File: config.mk
export PLATFORM = sky130hd
export DESIGN_NAME = eq_ctrl_slave
export DESIGN_NICKNAME = d
export VERILOG_FILES = /design/src/rtl/eqc_pkg.sv /design/src/rtl/eqc_bus_sampler.sv /design/src/rtl/eqc_byte_engine.sv /design/src/rtl/eqc_band_regs.sv /design/src/rtl/eqc_step_decode.sv /design/src/rtl/eq_ctrl_slave.sv
export SDC_FILE = /design/constraint.sdc
export NUM_CORES = 1
export LEC_CHECK = 0
export ABC_AREA = 1
export CORE_ASPECT_RATIO = 0.75
export CORE_UTILIZATION = 30
export DETAILED_ROUTE_END_ITERATION = 12
export PLACE_DENSITY_LB_ADDON = 0.12
export SETUP_SLACK_MARGIN = 0.4
export SYNTH_ARGS = -nofsm -noshare
export SYNTH_HDL_FRONTEND = slang
export SYNTH_SLANG_ARGS = --single-unit
export TNS_END_PERCENT = 10
File: constraint.sdc
create_clock -name clk -period 2.8 [get_ports clk]
set_input_delay 0.56 -clock clk [delete_from_list [all_inputs] [get_ports clk]]
set_output_delay 0.56 -clock clk [all_outputs]
set_load 0.02 [all_outputs]
File: src/rtl/eqc_pkg.sv
// Shared widths and types for the equalizer control slave.
package eqc_pkg;
    localparam int unsigned STEP_W   = 3;
    localparam int unsigned MAX_STEP = 5;
    localparam int unsigned BYTE_W   = 8;

    // Stored codes of one band
    typedef struct packed {
        logic [STEP_W-1:0] boost;
        logic [STEP_W-1:0] cut;
    } band_cfg_t;

    // Receive phase of the byte engine
    typedef enum logic [2:0] {
        PH_IDLE,
        PH_ADDR,
        PH_PTR,
        PH_DATA,
        PH_SKIP
    } phase_t;
endpackage

File: src/rtl/eqc_bus_sampler.sv
// Synchronizes SCL/SDA into the clock domain and flags clock edges and
// START/STOP conditions. Assumes the bus is much slower than clk.
module eqc_bus_sampler #(
    parameter int unsigned SYNC_STAGES = 2
) (
    input  logic clk,
    input  logic rst_n,
    input  logic scl_i,
    input  logic sda_i,
    output logic scl_lvl,
    output logic sda_lvl,
    output logic scl_rise,
    output logic scl_fall,
    output logic start_det,
    output logic stop_det
);
    localparam int unsigned LINES = 2;

    logic [LINES-1:0]                  raw;
    logic [LINES-1:0][SYNC_STAGES-1:0] chain;
    logic [LINES-1:0]                  cur;
    logic [LINES-1:0]                  prev;

    assign raw = {scl_i, sda_i};

    // Synchronizer chains, reset to the idle-high bus level
    always_ff @(posedge clk) begin
        if (!rst_n) begin
            chain <= '1;
        end else begin
            for (int k = 0; k < int'(LINES); k++) begin
                chain[k] <= {chain[k][SYNC_STAGES-2:0], raw[k]};
            end
        end
    end

    // Previous synchronized levels for edge detection
    always_ff @(posedge clk) begin
        if (!rst_n) prev <= '1;
        else        prev <= cur;
    end

    // Pick the last stage of each chain
    always_comb begin
        for (int k = 0; k < int'(LINES); k++) cur[k] = chain[k][SYNC_STAGES-1];
    end

    assign scl_lvl   = cur[1];
    assign sda_lvl   = cur[0];
    assign scl_rise  = cur[1] & ~prev[1];
    assign scl_fall  = ~cur[1] & prev[1];
    assign start_det = cur[1] & prev[1] & prev[0] & ~cur[0];
    assign stop_det  = cur[1] & prev[1] & ~prev[0] & cur[0];
endmodule

File: src/rtl/eqc_byte_engine.sv
// Shifts in bytes, matches the target address, holds the auto-incrementing
// register pointer and issues one write strobe per accepted data byte.
// Assumes the edge and condition strobes come from eqc_bus_sampler.
module eqc_byte_engine #(
    parameter logic [5:0] ADDR_HI = 6'b100001
) (
    input  logic                         clk,
    input  logic                         rst_n,
    input  logic                         scl_lvl,
    input  logic                         sda_lvl,
    input  logic                         scl_rise,
    input  logic                         scl_fall,
    input  logic                         start_det,
    input  logic                         stop_det,
    input  logic                         addr_sel,
    output logic                         sda_oe,
    output logic                         wr_en,
    output logic [eqc_pkg::BYTE_W-1:0]   wr_ptr,
    output logic                         wr_def,
    output logic [eqc_pkg::STEP_W-1:0]   wr_boost,
    output logic [eqc_pkg::STEP_W-1:0]   wr_cut
);
    import eqc_pkg::*;

    localparam int unsigned CNT_W = $clog2(BYTE_W + 1);
    localparam logic [BYTE_W-1:0] PTR_MAX = '1;

    phase_t              phase;
    logic [CNT_W-1:0]    bit_cnt;
    logic [BYTE_W-1:0]   shreg;
    logic [BYTE_W-1:0]   ptr;
    logic [BYTE_W-1:0]   own_addr;
    logic                byte_done;
    logic                active;

    assign own_addr  = {ADDR_HI, addr_sel, 1'b0};
    assign byte_done = (bit_cnt == CNT_W'(BYTE_W));
    assign active    = (phase != PH_IDLE) && (phase != PH_SKIP);

    // Receive state machine: bit shifting, acknowledge and pointer handling
    always_ff @(posedge clk) begin
        if (!rst_n) begin
            phase    <= PH_IDLE;
            bit_cnt  <= '0;
            shreg    <= '0;
            ptr      <= '0;
            sda_oe   <= 1'b0;
            wr_en    <= 1'b0;
            wr_ptr   <= '0;
            wr_def   <= 1'b0;
            wr_boost <= '0;
            wr_cut   <= '0;
        end else begin
            wr_en <= 1'b0;
            if (start_det) begin
                phase   <= PH_ADDR;
                bit_cnt <= '0;
                sda_oe  <= 1'b0;
            end else if (stop_det) begin
                phase   <= PH_IDLE;
                bit_cnt <= '0;
                sda_oe  <= 1'b0;
            end else if (active) begin
                if (scl_rise && !sda_oe && !byte_done) begin
                    shreg   <= {shreg[BYTE_W-2:0], sda_lvl};
                    bit_cnt <= bit_cnt + CNT_W'(1);
                end else if (scl_fall) begin
                    if (sda_oe) begin
                        sda_oe  <= 1'b0;
                        bit_cnt <= '0;
                    end else if (byte_done) begin
                        unique case (phase)
                            PH_ADDR: begin
                                if (shreg == own_addr) begin
                                    phase  <= PH_PTR;
                                    sda_oe <= 1'b1;
                                end else begin
                                    phase  <= PH_SKIP;
                                end
                            end
                            PH_PTR: begin
                                ptr    <= shreg;
                                phase  <= PH_DATA;
                                sda_oe <= 1'b1;
                            end
                            PH_DATA: begin
                                wr_en    <= 1'b1;
                                wr_ptr   <= ptr;
                                wr_def   <= shreg[7];
                                wr_boost <= shreg[6:4];
                                wr_cut   <= shreg[2:0];
                                sda_oe   <= 1'b1;
                                if (ptr != PTR_MAX) ptr <= ptr + BYTE_W'(1);
                            end
                            default: phase <= PH_IDLE;
                        endcase
                    end
                end
            end
        end
    end

    // a rejected address never produces an acknowledge
    a_r1_no_ack_when_skipping: assert property (@(posedge clk) disable iff (!rst_n)
        (phase == PH_SKIP) |-> !sda_oe);

    // the acknowledge driver only moves while SCL is low
    a_r2_ack_stable_scl_high: assert property (@(posedge clk) disable iff (!rst_n)
        (scl_lvl && $past(scl_lvl) && !$past(start_det) && !$past(stop_det)) |-> $stable(sda_oe));

    // the pointer saturates instead of wrapping
    a_r4_ptr_no_wrap: assert property (@(posedge clk) disable iff (!rst_n)
        (phase == PH_DATA && $past(phase) == PH_DATA && $past(ptr) == PTR_MAX) |-> (ptr == PTR_MAX));

    // a write strobe follows only a complete byte
    a_r10_write_after_full_byte: assert property (@(posedge clk) disable iff (!rst_n)
        wr_en |-> ($past(bit_cnt) == CNT_W'(BYTE_W)));
endmodule

File: src/rtl/eqc_band_regs.sv
// Holds the stored boost/cut codes per band and the defeat flag.
// Assumes one write strobe per accepted data byte.
module eqc_band_regs #(
    parameter int unsigned NBANDS = 5
) (
    input  logic                                   clk,
    input  logic                                   rst_n,
    input  logic                                   wr_en,
    input  logic [eqc_pkg::BYTE_W-1:0]             wr_ptr,
    input  logic                                   wr_def,
    input  logic [eqc_pkg::STEP_W-1:0]             wr_boost,
    input  logic [eqc_pkg::STEP_W-1:0]             wr_cut,
    output eqc_pkg::band_cfg_t [NBANDS-1:0]        cfg_o,
    output logic                                   defeat_o
);
    import eqc_pkg::*;

    band_cfg_t [NBANDS-1:0] cfg_q;
    logic                   defeat_q;

    // Band code storage, selected by pointer value
    always_ff @(posedge clk) begin
        if (!rst_n) begin
            cfg_q <= '0;
        end else if (wr_en) begin
            for (int i = 0; i < int'(NBANDS); i++) begin
                if (wr_ptr == BYTE_W'(i)) begin
                    cfg_q[i].boost <= wr_boost;
                    cfg_q[i].cut   <= wr_cut;
                end
            end
        end
    end

    // Defeat flag, set at reset and written only through pointer 0
    always_ff @(posedge clk) begin
        if (!rst_n)                      defeat_q <= 1'b1;
        else if (wr_en && wr_ptr == '0)  defeat_q <= wr_def;
    end

    assign cfg_o    = cfg_q;
    assign defeat_o = defeat_q;

    // defeat is set when reset is released
    a_r8_defeat_after_reset: assert property (@(posedge clk) disable iff (!rst_n)
        $rose(rst_n) |-> defeat_q);

    // writes beyond the band range leave all state untouched
    a_r4_high_ptr_no_effect: assert property (@(posedge clk) disable iff (!rst_n)
        (wr_en && wr_ptr >= BYTE_W'(NBANDS)) |=> ($stable(cfg_q) && $stable(defeat_q)));
endmodule

File: src/rtl/eqc_step_decode.sv
// Turns a stored 3-bit code into a presented step: saturates at MAX_STEP
// and forces zero while defeated. Purely combinational.
module eqc_step_decode #(
    parameter int unsigned STEP_W   = 3,
    parameter int unsigned MAX_STEP = 5
) (
    input  logic [STEP_W-1:0] code_i,
    input  logic              force_zero_i,
    output logic [STEP_W-1:0] step_o
);
    logic [STEP_W-1:0] sat;

    if (MAX_STEP < (2 ** STEP_W) - 1) begin : g_sat
        // Clamp codes above the top step
        always_comb sat = (code_i > STEP_W'(MAX_STEP)) ? STEP_W'(MAX_STEP) : code_i;
    end else begin : g_pass
        // Every code is a valid step
        always_comb sat = code_i;
    end

    assign step_o = force_zero_i ? '0 : sat;
endmodule

File: src/rtl/eq_ctrl_slave.sv
// Top level of the equalizer control slave: bus sampling, byte engine,
// register store and per-band step decoding. Assumes SCL/SDA are
// asynchronous and at least ~10x slower than clk.
module eq_ctrl_slave #(
    parameter int unsigned NBANDS      = 5,
    parameter int unsigned SYNC_STAGES = 2,
    parameter logic [5:0]  ADDR_HI     = 6'b100001
) (
    input  logic                                 clk,
    input  logic                                 rst_n,
    input  logic                                 scl_i,
    input  logic                                 sda_i,
    input  logic                                 addr_sel_i,
    output logic                                 sda_oe_o,
    output logic                                 defeat_o,
    output logic [NBANDS*eqc_pkg::STEP_W-1:0]    boost_step_o,
    output logic [NBANDS*eqc_pkg::STEP_W-1:0]    cut_step_o
);
    import eqc_pkg::*;

    logic scl_lvl, sda_lvl, scl_rise, scl_fall, start_det, stop_det;
    logic                   wr_en, wr_def;
    logic [BYTE_W-1:0]      wr_ptr;
    logic [STEP_W-1:0]      wr_boost, wr_cut;
    band_cfg_t [NBANDS-1:0] cfg;
    logic                   defeat;

    eqc_bus_sampler #(.SYNC_STAGES(SYNC_STAGES)) u_sampler (
        .clk(clk), .rst_n(rst_n), .scl_i(scl_i), .sda_i(sda_i),
        .scl_lvl(scl_lvl), .sda_lvl(sda_lvl), .scl_rise(scl_rise),
        .scl_fall(scl_fall), .start_det(start_det), .stop_det(stop_det)
    );

    eqc_byte_engine #(.ADDR_HI(ADDR_HI)) u_engine (
        .clk(clk), .rst_n(rst_n), .scl_lvl(scl_lvl), .sda_lvl(sda_lvl),
        .scl_rise(scl_rise), .scl_fall(scl_fall), .start_det(start_det),
        .stop_det(stop_det), .addr_sel(addr_sel_i), .sda_oe(sda_oe_o),
        .wr_en(wr_en), .wr_ptr(wr_ptr), .wr_def(wr_def),
        .wr_boost(wr_boost), .wr_cut(wr_cut)
    );

    eqc_band_regs #(.NBANDS(NBANDS)) u_regs (
        .clk(clk), .rst_n(rst_n), .wr_en(wr_en), .wr_ptr(wr_ptr),
        .wr_def(wr_def), .wr_boost(wr_boost), .wr_cut(wr_cut),
        .cfg_o(cfg), .defeat_o(defeat)
    );

    assign defeat_o = defeat;

    for (genvar b = 0; b < int'(NBANDS); b++) begin : g_band
        eqc_step_decode #(.STEP_W(STEP_W), .MAX_STEP(MAX_STEP)) u_boost (
            .code_i(cfg[b].boost), .force_zero_i(defeat),
            .step_o(boost_step_o[b*STEP_W +: STEP_W])
        );
        eqc_step_decode #(.STEP_W(STEP_W), .MAX_STEP(MAX_STEP)) u_cut (
            .code_i(cfg[b].cut), .force_zero_i(defeat),
            .step_o(cut_step_o[b*STEP_W +: STEP_W])
        );

        // presented steps never exceed the top step
        a_r6_step_bound: assert property (@(posedge clk) disable iff (!rst_n)
            (boost_step_o[b*STEP_W +: STEP_W] <= STEP_W'(MAX_STEP)) &&
            (cut_step_o[b*STEP_W +: STEP_W] <= STEP_W'(MAX_STEP)));
    end

    // defeat zeroes every presented step
    a_r7_defeat_zeroes: assert property (@(posedge clk) disable iff (!rst_n)
        defeat_o |-> (boost_step_o == '0 && cut_step_o == '0));
endmodule

; ---- Word level (Yosys, flattened, before mapping)
; Index checks and enable logic that the tools add are counted.
[op_classes]
eq_ne = 15
n_lt_le_gt_ge = 10
div = 0
n_addsub = 2
mul = 0
n_mux = 39
reduce_logical = 29
shifts = 0
n_bitwise = 20
[op_table]
columns = cell, count
row1 = $mux 3, 21
row2 = $gt 3x3->1 const B, 10
row3 = $eq 8x2->1 const B, 2
row4 = $pmux 8 s2, 1
row5 = $not 1->1, 13
row6 = $mux 4, 3
row7 = $ne 3x3->1 const B, 4
row8 = $reduce_and 6->1, 2
row9 = $reduce_bool 3->1, 4
row10 = $mux 1, 11
row11 = $reduce_and 2->1, 5
row12 = $pmux 3 s3, 1
row13 = $reduce_and 9->1, 1
row14 = $add 8x1->8 const B, 1
row15 = $eq 8x1->1 const B, 1
row16 = $eq 8x3->1 const B, 1
row17 = $eq 8x8->1, 1
row18 = $logic_not 8->1, 1
row19 = $mux 8, 1
row20 = $ne 8x8->1 const B, 1
row21 = $reduce_and 8->1, 1
row22 = $reduce_or 8->1, 1
row23 = $and 1x1->1, 7
row24 = $eq 3x2->1 const B, 2
row25 = 12 further kinds, 19
[word_totals]
out_inout_bits = 32
word_cells = 140
register_bits = 77
mem_count = 0
in_bits = 5
romBits = 0
ramBits = 0
latchBits = 0

; ---- Logic depth before layout (Yosys ltp)
; Gate-level depths: netlist of the first run.
[logic_depth]
depth_word = 10
depth_mapped = 11
ltp_nobuf = 10

; ---- Cells and area by module
; Synthesis of the first run repeated with hierarchy kept, for this count alone.
[unflattened]
cells_unflattened = 604
hier_area_um2 = 4091.4
[by_module_without_submodules]
columns = mod, area_each_um2, instances, seq_area_each_um2, cells_per_inst
row1 = eqc_byte_engine, 2050.7, 1, 800.8, 299
row2 = eqc_band_regs, 1503.9, 1, 620.6, 198
row3 = eqc_step_decode, 33.8, 10, 0.0, 8
row4 = eqc_bus_sampler, 198.9, 1, 120.1, 27

; ---- Least setup slack after synthesis of the first run
; Ideal clock, no wire load.
[synth_timing]
path_type = register to output
from = register u_regs.defeat_q (netlist: u_regs.defeat_o)
to = output boost_step_o[12] (netlist name)
arrival_time_ns = 1.006
path_slack_ns = 1.234
path_stages_with_launch = 3
required_ns = 2.240
n_path_buf = 1
cell_sequence = dfxtp_1 -> clkbuf_1 -> o22ai_1
[synth_via]
elab_chain_len = 1
[synth_lines]
columns = element, line
row1 = "start, declared", eqc_band_regs.sv:19  ; logic defeat_q;
row2 = "start signal, assigned", eqc_band_regs.sv:38  ; else if (wr_en && wr_ptr == '0) defeat_q <= wr_def;
row3 = $mux 3, eqc_step_decode.sv:21  ; assign step_o = force_zero_i ? '0 : sat;
row4 = "end, declared", eq_ctrl_slave.sv:16  ; output logic [NBANDS*eqc_pkg::STEP_W-1:0] boost_step_o,
; Every way passes these cells.

; ---- Worst setup path in the final report of the first run
; Ends and elaborated chain as after synthesis.

==> results.txt, run 1 <==
The flow ran to the end, and the final reports show no timing, DRC or antenna violations. STA classifies the critical path startpoint as a flip-flop. After detailed routing, the number of vias per cell comes to 4.523.

Class of the tightest hold or removal check: flip-flop to flip-flop. Clock tree synthesis inserted a total of 9 buffers. At the pin with the least slew margin, the transition time is 0.5109 ns.

The number of routed nets with antenna violations came out at 0. Ranked by total cell area, the synthesized netlist is headed by sky130_fd_sc_hd__dfxtp_1 43%, sky130_fd_sc_hd__nor2_1 9.8%, sky130_fd_sc_hd__a21oi_1 6.9%, sky130_fd_sc_hd__nand2_1 6.1%, sky130_fd_sc_hd__inv_1 5.7%. The synthesized design spends more area on one cell type than any other, namely sky130_fd_sc_hd__dfxtp_1. The switching part of the total is 20.75%, and the net count after synthesis is 505. In this run the deepest clock path goes through 2 buffers. At the worst endpoint, the required time is 2.24 ns. In this design, the stage delay of the slowest critical-path cell is 0.54 ns.

The area of the mapped netlist is 0.003615 mm², and the port buffer count is 36. Of the synthesized area, sequential elements account for 42.64%. The largest individual stage delay along the critical path comes from the cell sky130_fd_sc_hd__clkdlybuf4s50_1. The number of global-route vias before repair was 2,925. Averaged over all synthesized cells, the footprint is 7.273 µm². CTS built an H-tree with a depth of 3.

The core outline area is 0.01166 mm². The run gives 0.0002542 V as the maximum resistive drop on vdd. Global routing used 14.66% of the available tracks across all layers. For the signal arrival time at the worst endpoint, the log shows 1.71 ns. The final total negative setup slack is 0 ns, and the number of hold violations in the final report is 0. The tools report the part of the power in registers as 46.0%. Clock tree synthesis found a total of 77 sinks. The worst setup path is captured at an output port.

The run gives 32 as the number of library cell types mapped by synthesis. TritonCTS built the clock tree. The run gives 0 as the max-slew violation count. Leaving out fill and tap cells, the most frequent cells in the layout are 94 x sky130_fd_sc_hd__nor2_1, 77 x sky130_fd_sc_hd__dfxtp_1, 59 x sky130_fd_sc_hd__nand2_1, 55 x sky130_fd_sc_hd__inv_1, 50 x sky130_fd_sc_hd__a21oi_1.

The DRC violation count after routing was 0; the relative area change from synthesis to final layout was 22.12%. The headroom to the max-slew limit was 65.94%. The filler cell count in the final layout is 1,276, and the max-capacitance violation count is 0. On the final layout, the worst hold slack is 0.4160 ns. In this run the horizontal extent of the chip is 128.8 µm. The cell leakage power is 1.672 nW.

The count of TritonRoute iterations in the first routing pass came out at 4. Placer congestion estimate: 0.7470. For the latest clock arrival within the worst-skew pair, the log shows 0.33 ns.

Setup repair after global routing could not meet its margin everywhere. The die covers 0.01250 mm². Cells fill 37.87% of the core in the end. Between clock sinks in the finished design, the worst skew comes to 0.007581 ns.

The share of total power dissipated in combinational logic is 2.5%. The worst-path maximum fanout was 10; the count of inserted antenna diode cells was 0. For this configuration, the core starts out at a cell density of 31.01%. The HPWL after detailed placement is 5940 µm.

After detailed routing, the average wire length per cell comes to 12.01 µm. The internal power of the cells totals 1.902 mW. The detailed router placed 3,157 vias in this run. Traced cell by cell, the critical path runs through clkinvlp_4 > nand2_1 > o22ai_1 > clkdlybuf4s50_1. The number of buffers inserted to repair setup after CTS is 0. The initialized floorplan defines 34 standard-cell rows. The part of the power in the clock network is 51.5%, and the final worst-path cycle share is 81.12%. The proportion of layout cells with a drive suffix above 1 is 11.38%. For this block, the initial DRC count from the detailed router was 175.

For the number of primary I/O pins, the log shows 37. The analysis attributes to net switching a power of 498.0 µW. In this run the clock root is driven by a sky130_fd_sc_hd__clkbuf_16. The shortest clock period the worst path allows after layout came out at 2.271 ns.

The final-report setup violation count is 0, and the total power density per cell area is 543.6 mW/mm². The synthesized instance count is 497. The run gives 0 as the number of antenna violations at the first check in global routing.

The synthesized flop and latch total works out to 77. In this run the register-to-register setup slack is 1.11 ns. By startpoint and endpoint, the worst setup path is classified as flip-flop to output port.

Entering global routing, the biggest net connects 59 pins. Leaving out fill and tap cells, the most frequent cell in the layout is sky130_fd_sc_hd__nor2_1. The synthesized design devotes to its leading area cell type 42.64% of total area.

The hold buffer count at cts was 0. The first global-routing pass estimated 14,260 µm of wire. For the number of warnings issued by yosys, the log shows 0.

For this run the aggregate overflow at the end of global routing stands at 0. Clock transition at the registers of the reported paths: 0.06 ns. For the number of nets in the final layout, the log shows 539. Timing would allow up to 440.3 MHz. The total routed wirelength was 8380 µm. The y dimension of the die came out at 97.06 µm. After clock tree synthesis, the repair step resized 0 gates.
-- metal layers --
layer | GRT usage, % | vias up | share of wire (%)
li1 | - | 1671 | -
met1 | 20.98 | 1432 | 54
met2 | 21.29 | 45 | 41
met3 | 3.304 | 9 | 3.5
met4 | 5.430 | 0 | 1.2
met5 | 0 | - | 0
-- power by group through the flow --
stage          combinational (mW)  clock [mW]  sequential (mW)
2_1_floorplan              0.0431           0             1.13
3_3_place_gp               0.0595           0             1.13
3_5_place_dp               0.0598           0             1.13
4_1_cts                    0.0602        1.28             1.10
5_1_grt                    0.0684        1.32             1.10
6_report                   0.0595        1.24             1.10
-- cells in the mapped netlist --
cell	n
sky130_fd_sc_hd__nor2_1	94
sky130_fd_sc_hd__dfxtp_1	77
sky130_fd_sc_hd__nand2_1	59
sky130_fd_sc_hd__inv_1	55
sky130_fd_sc_hd__a21oi_1	50
sky130_fd_sc_hd__o21ai_0	38
sky130_fd_sc_hd__nand3_1	28
sky130_fd_sc_hd__o21ai_1	23
sky130_fd_sc_hd__clkbuf_1	8
sky130_fd_sc_hd__nand2_2	7
sky130_fd_sc_hd__inv_2	6
sky130_fd_sc_hd__nor2_4	6
sky130_fd_sc_hd__buf_6	5
sky130_fd_sc_hd__nand3_2	5
sky130_fd_sc_hd__or2_2	5
sky130_fd_sc_hd__ha_1	3
sky130_fd_sc_hd__nand3_4	3
sky130_fd_sc_hd__nand4_1	3
sky130_fd_sc_hd__nor2_2	3
sky130_fd_sc_hd__nor3_2	3
sky130_fd_sc_hd__clkinv_1	2
sky130_fd_sc_hd__nor2_8	2
sky130_fd_sc_hd__o21bai_1	2
sky130_fd_sc_hd__o22ai_1	2
sky130_fd_sc_hd__a21oi_2	1
sky130_fd_sc_hd__buf_4	1
sky130_fd_sc_hd__clkbuf_2	1
sky130_fd_sc_hd__clkinv_2	1
sky130_fd_sc_hd__nand3b_1	1
sky130_fd_sc_hd__nor4_2	1
sky130_fd_sc_hd__o211ai_1	1
sky130_fd_sc_hd__xor2_1	1
-- flip-flops by register name (all words and copies together) (netlist names), 3 cells and up --
register           count
u_regs.cfg_o          30
u_engine.ptr           8
u_engine.shreg         8
u_engine.wr_ptr        8
u_engine.bit_cnt       4
u_engine.phase         3
u_engine.wr_boost      3
u_engine.wr_cut        3
-- cell type report --
cell class                 count  area (µm²)  area share [%]
clock buffer                  10       229.0           5.187
clock inverter                 6       87.58           1.984
inverter                      64       245.2           5.556
multi-input combinational    341        1733           39.26
sequential                    77        1541           34.92
tap                          162       202.7           4.592
timing repair buffer          38       375.4           8.503
-- worst max-delay path, delay by kind of cell, from the launching register on --
family,cells,cell delay (ns)
buf+inv,2,0.77
compound gates,1,0.08
simple gates,1,0.16
flops,1,0.37
-- stage by stage --
step / total power [mW] / instances / setup WS, ns / instance area [µm²]
final: 2.400 / 698 / 0.5287 / 4414
after detailed placement: 1.188 / 682 / 0.7733 / 4094
after CTS: 2.439 / 698 / 0.4093 / 4410
after global routing: 2.492 / 698 / 0.3960 / 4414
after global placement: 1.188 / 682 / 0.8198 / 4094
after floorplan: 1.171 / 497 / 1.234 / 3615
-- cell families (layout without fill, tap and decap cells) --
kind of cell,count (synthesis),in the layout,synth area share (%)
AND/OR/NAND/NOR,220,220,30.08
AO/OA/AOI/OAI,117,117,16.58
buffers and inverters,79,118,9.415
flip-flops,77,77,42.64
adder cells (fa/ha/maj),3,3,1.039
XOR/XNOR,1,1,0.2423
-- final timing paths --
check	depth (start not counted)	start	end
setup / recovery	4	u_regs.defeat_o	boost_step_o[12]
hold / removal	1	u_sampler.chain[2]	u_sampler.scl_lvl
setup reg to reg	10	u_engine.bit_cnt[0]	u_engine.bit_cnt[2]
hold reg to reg	1	u_sampler.chain[2]	u_sampler.scl_lvl
Power figures use the tool's default switching activity.
==> run 2: changes to the inputs <==
clock period = 2.4 ns   (was 2.8 ns; I/O delays follow)
==> run 2 against run 1 <==
  * Non-clock buffer count is the same
  * Power grew 13%
  * Critical path depth shrank 1
  * Combinational power grew 20%
  * Cell area shrank 0.26%
  * Setup slack lost 0.22 ns
  * Largest power group unchanged
==> results.txt, run 2 (synthesized netlist as in run 1, its figures left out) <==
The startpoint of the most critical register-to-register path is u_engine.bit_cnt[0]. The number of levels the H-tree was split into was 3; the shortest clock period the worst path allows after layout was 2.091 ns. The critical path goes through buf_4 > nor2_1 > clkdlybuf4s50_1.

The run gives 1,278 as the filler cell count in the final layout. The maximum number of buffers from clock root to sink is 2. The run gives 0.0003851 V as the maximum resistive drop on vdd. The run gives 0 as the number of antenna violations at the first check in global routing. The run gives 202 as the violation count after the first detailed-route iteration. The first TritonRoute pass finished after 4 iterations. Dividing the detail-routed wire length by the instance count gives 11.84 µm.

For this design the top-level I/O count stands at 37. The CTS sink count was 77; the port buffer count was 36. The multi-input combinational cells in the finished layout cover a total of 0.001733 mm².

The starting utilization of the core area was 31.01%. The critical path is of the flip-flop to output port type. The relative area change from synthesis to final layout is 21.81%. The class of the tightest hold or removal check was flip-flop to flip-flop. Leaving out fill and tap cells, the most frequent cells in the layout are 94 x sky130_fd_sc_hd__nor2_1, 77 x sky130_fd_sc_hd__dfxtp_1, 59 x sky130_fd_sc_hd__nand2_1, 55 x sky130_fd_sc_hd__inv_1, 50 x sky130_fd_sc_hd__a21oi_1.

At the later pin of the worst-skew pair, clock insertion delay measures 0.34 ns. The largest single stage delay on the critical path is 0.62 ns. The headroom to the max-slew limit was 68.31%; the y dimension of the die was 97.06 µm. The startpoint identified for the worst hold timing path is u_sampler.chain[0].

The start point of the critical path is u_regs.defeat_o. For this design the static power due to leakage is 1.714 nW. TritonCTS built the clock tree. Before CTS, the worst setup slack after placement is 0.4684 ns. On the critical path the largest part of the delay comes from buffers and inverters. The required arrival time at the worst endpoint was 1.92 ns; the via count was 3,144. In the post-route analysis, the smallest setup slack over all paths is 0.3092 ns.

Using the TritonRoute via totals, the vias-per-cell ratio works out to 4.504. In this run the standard cell core region covers 0.01166 mm². The DRC violation count after routing was 0. The congestion estimate from routability-driven global placement came to 0.7532. The cell row count was 34.

For this design, the slowest cell found on the critical path is sky130_fd_sc_hd__clkdlybuf4s50_1. For this run, the top clock speed supported by timing is 478.3 MHz. The flip-flop count of the largest register, all copies and words added works out to 30. The floorplan step set the die width to 128.8 µm. The final-report setup violation count is 0. Once detailed placement completed, the half-perimeter wirelength came to 5964 µm.

Of all nets on the critical path, the largest fanout is 22. The number of hold violations in the final report was 0. For the pin with the worst max-slew slack, the measured transition is 0.4748 ns.

The logs give 2,927 for the number of global-route vias before repair and 60 for the largest net degree at the start of global routing. For the number of nets in the final layout, the log shows 539. The most common cell after layout, fill and taps aside is sky130_fd_sc_hd__nor2_1. The master cell of the clock root buffer was sky130_fd_sc_hd__clkbuf_16. The die outline area was 0.01250 mm²; the count of inserted antenna diode cells was 0. The flow ran to the end, and the final reports show no timing, DRC or antenna violations. The proportion of layout cells with a drive suffix above 1 was 11.19%; the final total negative setup slack was 0 ns. Data arrives at the worst endpoint at 1.61 ns.

The final worst-path cycle share was 87.12%; the number of clock buffers inserted by TritonCTS was 9. In the global route stage, overall resource usage came out at 14.55%. STA classifies the critical path endpoint as an output port. The number of buffer and inverter instances along the worst setup path is 2. The worst setup path is launched from a flip-flop. The total congestion overflow after global routing is 0. The first-pass GRT wire length was 14,090 µm. The tools report the area taken by flip-flops and latches as 0.001541 mm².

The max-capacitance violation count is 0, and the setup skew after layout is 0.006844 ns. In this run the remaining antenna-violating nets after routing total 0. The clock transition at the registers of the reported paths came out at 0.06 ns. The total power density per cell area is 613.7 mW/mm². The total routed wirelength was 8264 µm. Setup repair after global routing could not meet its margin everywhere.

For the max-slew violation count, the log shows 0.
## run 2: cell count changes in the layout (fill, tap and decap cells not counted)
cell | before | now
sky130_fd_sc_hd__buf_12 | 0 | 1
sky130_fd_sc_hd__buf_4 | 2 | 1
sky130_fd_sc_hd__clkinv_4 | 2 | 1
sky130_fd_sc_hd__bufinv_16 | 2 | 1
sky130_fd_sc_hd__inv_6 | 0 | 1
sky130_fd_sc_hd__clkdlybuf4s50_1 | 36 | 32
sky130_fd_sc_hd__dlygate4sd2_1 | 0 | 2
sky130_fd_sc_hd__dlymetal6s2s_1 | 0 | 2
sky130_fd_sc_hd__clkbuf_1 | 1 | 2
## run 2: worst paths after layout
path                               to  slack [ns]  depth (start not counted)
setup / recovery        cut_step_o[8]        0.31                          3
setup reg to reg  u_engine.bit_cnt[2]        0.74                         10
hold / removal      u_sampler.sda_lvl        0.41                          1
hold reg to reg     u_sampler.sda_lvl        0.41                          1
## run 2: layout make-up
class                           count  share of cell area (%)
Multi-Input combinational cell    341                   39.36
Tap cell                          162                   4.604
Clock buffer                       11                   5.286
Timing Repair Buffer               38                   8.866
Sequential cell                    77                   35.01
Clock inverter                      5                   1.364
Inverter                           64                   5.513
## run 2: metal layers
metal / part of all wire (%) / up-vias / wire length, µm / GRT usage (%)
met4: 1.2 / 0 / 97 / 4.615
met1: 54 / 1400 / 4432 / 20.97
met2: 40 / 53 / 3301 / 20.62
li1: - / 1681 / - / -
met3: 5.2 / 10 / 433 / 4.130
met5: 0 / - / 0 / 0
## run 2: stage by stage
step	cell area, µm²	util [%]	total power, mW	hold slack, ns	std cells
after floorplan	3615	-	1.366	0.3925	497
after global placement	4106	35.23	1.389	0.3986	682
after detailed placement	4106	35.23	1.389	0.4033	682
after CTS	4398	37.73	2.749	0.4184	698
after global routing	4403	37.77	2.807	0.4231	698
final	4403	37.77	2.702	0.4137	698
## run 2: what timing repair did
action / CTS / global route
gates resized for setup: 3 / 2
buffers inserted: 0 / 0
hold buffers: 0 / 0
endpoints found under the setup margin: 31 / 29
## run 2: worst register-to-register path, stage by stage (launching register included)
cell                      delay, ns
sky130_fd_sc_hd__dfxtp_1       0.39
sky130_fd_sc_hd__inv_1         0.06
sky130_fd_sc_hd__ha_1          0.20
sky130_fd_sc_hd__nand2_2       0.08
sky130_fd_sc_hd__nor2_4        0.06
sky130_fd_sc_hd__inv_2         0.07
sky130_fd_sc_hd__nand3_2       0.30
sky130_fd_sc_hd__nand2_2       0.21
sky130_fd_sc_hd__nand3_1       0.08
sky130_fd_sc_hd__nand2_1       0.06
sky130_fd_sc_hd__nor2_1        0.03
## run 2: where the power goes
| group | total [mW] | internal [mW] | switching [mW] |
|---|---|---|---|
| sequential | 1.29 | 1.28 | 0.00383 |
| clock | 1.34 | 0.809 | 0.533 |
| combinational | 0.0715 | 0.0259 | 0.0456 |
| total | 2.70 | 2.12 | 0.582 |
